--- src/rtl/lps_pkg.sv ---
package lps_pkg;
  typedef enum logic [1:0] {
    CAUSE_NONE = 2'd0,
    CAUSE_IRQ  = 2'd1,
    CAUSE_EVT  = 2'd2,
    CAUSE_PEND = 2'd3
  } wake_cause_t;

  typedef enum logic {
    MODE_WFI = 1'b0,
    MODE_WFE = 1'b1
  } sleep_mode_t;
endpackage

--- src/rtl/lps_wake_qual.sv ---
module lps_wake_qual #(
  parameter int N_IRQ = 8,
  parameter int N_EVT = 4
) (
  input  logic [N_IRQ-1:0] irq_pend_i,
  input  logic [N_IRQ-1:0] irq_en_i,
  input  logic [N_EVT-1:0] evt_line_i,
  input  logic             sev_on_pend_i,
  output logic             irq_hit_o,
  output logic             ext_hit_o,
  output logic             pend_hit_o
);
  logic [N_IRQ-1:0] accepted;
  logic [N_IRQ-1:0] masked_pend;

  // per-line split of pending lines into accepted and masked
  for (genvar i = 0; i < N_IRQ; i++) begin : g_line
    assign accepted[i]    = irq_pend_i[i] & irq_en_i[i];
    assign masked_pend[i] = irq_pend_i[i] & ~irq_en_i[i];
  end

  assign irq_hit_o  = |accepted;
  assign ext_hit_o  = |evt_line_i;
  assign pend_hit_o = sev_on_pend_i & (|masked_pend);
endmodule

--- src/rtl/lps_event_latch.sv ---
module lps_event_latch (
  input  logic clk,
  input  logic rst_n,
  input  logic set_i,
  input  logic clr_i,
  output logic q_o
);
  always_ff @(posedge clk or negedge rst_n) begin
    if (!rst_n)     q_o <= 1'b0;
    else if (clr_i) q_o <= 1'b0;
    else if (set_i) q_o <= 1'b1;
  end
endmodule

--- src/rtl/lps_pclk_reg.sv ---
module lps_pclk_reg #(
  parameter int               N_PCLK   = 8,
  parameter logic [N_PCLK-1:0] PCLK_RST = 8'h03
) (
  input  logic              clk,
  input  logic              rst_n,
  input  logic              wr_i,
  input  logic [N_PCLK-1:0] wdata_i,
  output logic [N_PCLK-1:0] en_o
);
  always_ff @(posedge clk or negedge rst_n) begin
    if (!rst_n)    en_o <= PCLK_RST;
    else if (wr_i) en_o <= wdata_i;
  end
endmodule

--- src/rtl/lps_sleep_ctrl.sv ---
module lps_sleep_ctrl
  import lps_pkg::*;
#(
  parameter int               N_IRQ    = 8,
  parameter int               N_EVT    = 4,
  parameter int               N_PCLK   = 8,
  parameter logic [N_PCLK-1:0] PCLK_RST = 8'h03
) (
  input  logic              clk,
  input  logic              rst_n,
  input  logic              wfi_i,
  input  logic              wfe_i,
  input  logic              isr_ret_i,
  input  logic              sleep_on_exit_i,
  input  logic              sev_on_pend_i,
  input  logic [N_IRQ-1:0]  irq_pend_i,
  input  logic [N_IRQ-1:0]  irq_en_i,
  input  logic [N_EVT-1:0]  evt_line_i,
  input  logic              pclk_wr_i,
  input  logic [N_PCLK-1:0] pclk_wdata_i,
  output logic              asleep_o,
  output logic              core_clk_en_o,
  output logic [N_PCLK-1:0] pclk_en_o,
  output logic              wake_o,
  output logic [1:0]        wake_cause_o
);
  logic        irq_hit, ext_hit, pend_hit, ev_now;
  logic        req_wfi, req_wfe;
  logic        asleep_q, asleep_d;
  sleep_mode_t mode_q, mode_d;
  logic        wake_cond, wake_d;
  wake_cause_t cause_d, cause_q;
  logic        latch_q, latch_clr;

  lps_wake_qual #(.N_IRQ(N_IRQ), .N_EVT(N_EVT)) u_qual (
    .irq_pend_i   (irq_pend_i),
    .irq_en_i     (irq_en_i),
    .evt_line_i   (evt_line_i),
    .sev_on_pend_i(sev_on_pend_i),
    .irq_hit_o    (irq_hit),
    .ext_hit_o    (ext_hit),
    .pend_hit_o   (pend_hit)
  );

  assign ev_now  = ext_hit | pend_hit;
  assign req_wfi = wfi_i | (isr_ret_i & sleep_on_exit_i);
  assign req_wfe = wfe_i & ~req_wfi;

  // wake condition while asleep depends on how sleep was entered
  always_comb begin
    if (mode_q == MODE_WFE) wake_cond = irq_hit | ev_now;
    else                    wake_cond = irq_hit;
  end

  always_comb begin
    if (irq_hit)      cause_d = CAUSE_IRQ;
    else if (ext_hit) cause_d = CAUSE_EVT;
    else              cause_d = CAUSE_PEND;
  end

  // entry and exit decision
  always_comb begin
    asleep_d = asleep_q;
    mode_d   = mode_q;
    wake_d   = 1'b0;
    if (!asleep_q) begin
      if (req_wfi) begin
        if (!irq_hit) begin
          asleep_d = 1'b1;
          mode_d   = MODE_WFI;
        end
      end else if (req_wfe) begin
        if (!(latch_q | ev_now | irq_hit)) begin
          asleep_d = 1'b1;
          mode_d   = MODE_WFE;
        end
      end
    end else if (wake_cond) begin
      asleep_d = 1'b0;
      wake_d   = 1'b1;
    end
  end

  assign latch_clr = (!asleep_q & req_wfe) |
                     (asleep_q & (mode_q == MODE_WFE) & wake_cond);

  lps_event_latch u_latch (
    .clk  (clk),
    .rst_n(rst_n),
    .set_i(ev_now),
    .clr_i(latch_clr),
    .q_o  (latch_q)
  );

  always_ff @(posedge clk or negedge rst_n) begin
    if (!rst_n) begin
      asleep_q <= 1'b0;
      mode_q   <= MODE_WFI;
      wake_o   <= 1'b0;
      cause_q  <= CAUSE_NONE;
    end else begin
      asleep_q <= asleep_d;
      mode_q   <= mode_d;
      wake_o   <= wake_d;
      cause_q  <= wake_d ? cause_d : CAUSE_NONE;
    end
  end

  lps_pclk_reg #(.N_PCLK(N_PCLK), .PCLK_RST(PCLK_RST)) u_pclk (
    .clk    (clk),
    .rst_n  (rst_n),
    .wr_i   (pclk_wr_i),
    .wdata_i(pclk_wdata_i),
    .en_o   (pclk_en_o)
  );

  assign asleep_o      = asleep_q;
  assign core_clk_en_o = ~asleep_q;
  assign wake_cause_o  = cause_q;

  // entry only follows a request
  assert_entry_req_R2: assert property (@(posedge clk) disable iff (!rst_n)
    $rose(asleep_o) |-> $past(wfi_i | wfe_i | (isr_ret_i & sleep_on_exit_i)));

  // handler return without the sleep-on-exit bit never sleeps
  assert_isr_ret_ignored_R3: assert property (@(posedge clk) disable iff (!rst_n)
    (!asleep_o && isr_ret_i && !sleep_on_exit_i && !wfi_i && !wfe_i) |=> !asleep_o);

  assert_wfi_wake_R4: assert property (@(posedge clk) disable iff (!rst_n)
    (asleep_o && mode_q == MODE_WFI && |(irq_pend_i & irq_en_i)) |=> (!asleep_o && wake_o));

  assert_wfi_hold_R4: assert property (@(posedge clk) disable iff (!rst_n)
    (asleep_o && mode_q == MODE_WFI && !(|(irq_pend_i & irq_en_i))) |=> asleep_o);

  assert_wfe_wake_R5: assert property (@(posedge clk) disable iff (!rst_n)
    (asleep_o && mode_q == MODE_WFE && |evt_line_i) |=> !asleep_o);

  assert_wake_pulse_R6: assert property (@(posedge clk) disable iff (!rst_n)
    wake_o |=> !wake_o);

  assert_cause_idle_R6: assert property (@(posedge clk) disable iff (!rst_n)
    !wake_o |-> wake_cause_o == 2'd0);

  assert_latch_return_R7: assert property (@(posedge clk) disable iff (!rst_n)
    (!asleep_o && wfe_i && !wfi_i && !(isr_ret_i && sleep_on_exit_i) && latch_q)
      |=> (!asleep_o && !latch_q));

  assert_same_cycle_R8: assert property (@(posedge clk) disable iff (!rst_n)
    (!asleep_o && wfi_i && |(irq_pend_i & irq_en_i)) |=> !asleep_o);

  assert_pclk_hold_R9: assert property (@(posedge clk) disable iff (!rst_n)
    !pclk_wr_i |=> pclk_en_o == $past(pclk_en_o));
endmodule

--- config.mk ---
export PLATFORM = sky130hd
export DESIGN_NAME = lps_sleep_ctrl
export DESIGN_NICKNAME = d
export VERILOG_FILES = /design/src/rtl/lps_pkg.sv /design/src/rtl/lps_wake_qual.sv /design/src/rtl/lps_event_latch.sv /design/src/rtl/lps_pclk_reg.sv /design/src/rtl/lps_sleep_ctrl.sv
export SDC_FILE = /design/constraint.sdc
export NUM_CORES = 1
export LEC_CHECK = 0
export BUFFER_PORTS_ARGS = -buffer_cell sky130_fd_sc_hd__buf_4
export CORE_MARGIN = 5
export CORE_UTILIZATION = 36
export CTS_CLUSTER_SIZE = 8
export DETAILED_ROUTE_END_ITERATION = 8
export MAX_ROUTING_LAYER = met4
export PLACE_DENSITY = 0.73
export SETUP_SLACK_MARGIN = 0.4
export SYNTH_ARGS = -nofsm -noshare
export SYNTH_HDL_FRONTEND = slang
export SYNTH_SLANG_ARGS = --single-unit
--- constraint.sdc ---
create_clock -name clk -period 1 [get_ports clk]
set_input_delay 0.05 -clock clk [delete_from_list [all_inputs] [get_ports clk]]
set_output_delay 0.05 -clock clk [all_outputs]
set_load 0.005 [all_outputs]
==> results.md <==
* Status: finished, violations left
* Failing checks: negative hold slack, negative setup slack
* Number of remaining DRC errors at 0
* Cell Pwr Density at roughly 1000 mW/mm²
* Unrepaired setup endpoints after global routing: yes
* Routed wire length at between 2000 and 2500 µm
* Lkg Pwr at around 0.7 nW
* Starting density of the core at about 37%
* Die area at a little over 0.003 mm²
* H-tree depth at 1
* Setup crit start kind: flip-flop
* Max Cap Viol at 0
* DRT antenna net count at 0
* Tot Pwr at roughly 0.0014 W
* HP Start: wfe_i
* Num CTS Buffers at 3
* Dpl ws at -140.4 ps
* Root buf cell: clkbuf_4
* Reg clk slew, reported paths at around 70 ps
* Max Freq at roughly 970 MHz
* Setup crit end kind: flip-flop
* Hold_ws at -33.03 ps
* # setup viols final at 4
* Syn avg cell area at 11.66 µm²
* CTS tree: yes
* Port bufs at 48
* DRT Pass-1 Iters at 4
* Largest net degree at the start of global routing at 15
* Grt ovf at 0
* Initial antenna violation count at 0
* Fin crit share at 103.4%
* Worst-margin pin slew at about 290 ps
* DR WL/cell at roughly 14 µm
* PnR worst setup slack at -34.02 ps
* Gr usage total at 15.86%
* Slew Limit Fails at 0
* Crit path max fanout at 4
* Nets at roughly 160
* Worst setup path category: reg -> reg
* Synth unique cells at 25
* Maximum VDD drop at ~0.47 mV
* Hold Path Class: in -> reg
* Fin. Hold Viols at 1
* Share of layout cells above drive strength 1 at between 70% and 80%
* Number of global-route vias before repair at 801
* IO Pins at 49
* CTS Sinks at 14
* CP arrival at 1190 ps
* Core Region at around 0.0020 mm²
* Bufs on Longest Clock Path at 2
* Final Util at about 73%
* Slew headroom at 80.99%
* Die width at 55.17 µm
* Syn-to-layout area delta at 93.70%
* Req. time, crit path at 1150 ps
* Register area share after synthesis at approximately half
* Clk_lat worst skew at about 270 ps
* RR Startpoint: asleep_o
* Netlist Area Pre-Place at around 730 µm²
* Initial DRC count at 11
* Synth Register Bits at 14
* N_diodes at 0
* DR vias/cell at 4.786
* RePlAce Congestion at around 0.84
* Setup tns final at -85.34 ps
* Yosys warns at 0
* Tmin final at slightly above 1000 ps
* First-pass GRT wire length at roughly 3300 µm
* Syn Nets at approximately 100
* FP Rows at 16
* Cell count after synthesis at 63
* Skew final at around 6.4 ps
* Worst Setup SP: asleep_o
* Hold Buf Count CTS at 1
* Die Height at 55.17 µm
* Detailed-route via count at 737
## timing repair
item,in CTS,in global routing
resized for setup,19,16
setup endpoints to repair,27,27
pin swaps,1,8
setup buffers,1,5
hold endpoints to repair,17,3
## routing by layer
layer  vias up  GRT usage [%]  share of wire, %
met5         -              -                 0
met4         0          6.073                 0
met3         0          1.877               9.3
met2        43          31.50                57
met1       338          15.33                34
li1        356              -                 -
## final timing paths
check | end | slack (ps) | depth (start not counted)
max | asleep_o | -30 | 4
min | u_latch.q_o | -30 | 2
max reg2reg | asleep_o | -30 | 4
min reg2reg | u_pclk.en_o[5] | 540 | 1
max in group asynchronous | u_pclk.en_o[0] | 590 | 2
min in group asynchronous | u_pclk.en_o[5] | 170 | 2
## metrics by stage
| stage | instance area [µm²] | std cells |
|---|---|---|
| detailed placement | 1217 | 143 |
| global placement | 1217 | 143 |
| floorplan | 783.3 | 63 |
| CTS | 1333 | 149 |
| global route | 1423 | 154 |
| finish | 1423 | 154 |
## layout make-up
cell class | instances | area, µm²
fillers | 157 | 539.3
repair buffers | 61 | 531.8
multi-input cells | 40 | 446.7
flip-flops and latches | 14 | 354.1
well taps | 27 | 33.78
inverters | 8 | 30.03
clock buffers | 4 | 26.28
## report_power, final
part           total (W)  switching (W)  internal [W]  leakage [nW]
sequential      0.000642      0.0000298      0.000613         0.169
combinational   0.000452       0.000155      0.000296         0.514
clock           0.000317       0.000163      0.000154        0.0150
## sequential cells by signal, summed over array words and instances (netlist names)
signal        cells
mode_q            1
u_pclk.en_o       8
asleep_o          1
u_latch.q_o       1
wake_o            1
wake_cause_o      2
## kinds of logic (layout without fill, tap and decap cells)
group	Yosys count	in the layout	synth area share (%)
AOI/OAI and AO/OA	17	17	21.64
buffers and inverters	9	73	4.599
DFF	14	14	48.04
muxes	8	8	12.27
and+or+nand+nor	15	15	13.46
## Yosys cell counts, drive strengths merged
| master | n | area share (%) |
|---|---|---|
| dfrtp | 12 | 41 |
| inv | 8 | 4.1 |
| mux2 | 8 | 12 |
| a21oi | 4 | 2.7 |
| a22oi | 4 | 4.1 |
| nand2b | 3 | 2.9 |
| nor3 | 3 | 2.0 |
| o22ai | 3 | 4.4 |
| and2 | 2 | 2.0 |
| dfstp | 2 | 7.2 |
| nand2 | 2 | 1.0 |
| nor2 | 2 | 1.0 |
| a221oi | 1 | 2.0 |
| a31oi | 1 | 0.85 |
| clkbuf | 1 | 0.51 |
| nand3 | 1 | 0.68 |
| nand4 | 1 | 0.85 |
| nor4 | 1 | 2.9 |
| o2111ai | 1 | 2.0 |
| o21a | 1 | 1.0 |
| o221a | 1 | 1.5 |
| o31ai | 1 | 2.9 |
## placed cells by master (no fill, tap or decap)
master / count
buf_4: 41
buf_6: 19
dfrtp_1: 11
mux2_4: 8
inv_2: 4
a22oi_1: 4
inv_1: 4
nand2b_4: 3
a21oi_2: 3
clkbuf_4: 3
o22ai_1: 2
and2_4: 2
nand2_1: 2
dfstp_2: 2
nand4_1: 1
nor4_4: 1
o22ai_4: 1
o2111ai_4: 1
o31ai_4: 1
nor2_2: 1
o21a_1: 1
nor3_2: 1
a21oi_1: 1
nand3_2: 1
o221a_2: 1
a31oi_1: 1
a221oi_2: 1
nor3_1: 1
nor3_4: 1
nor2_1: 1
dfrtp_2: 1
clkbuf_1: 1
dlygate4sd3_1: 1
## worst max-delay path, stage by stage, from the launching register on
cell and delay (ps):
dfrtp_2 440, inv_2 60, and2_4 150, a21oi_2 40, o221a_2 220
(Power assumes the default switching activity.)
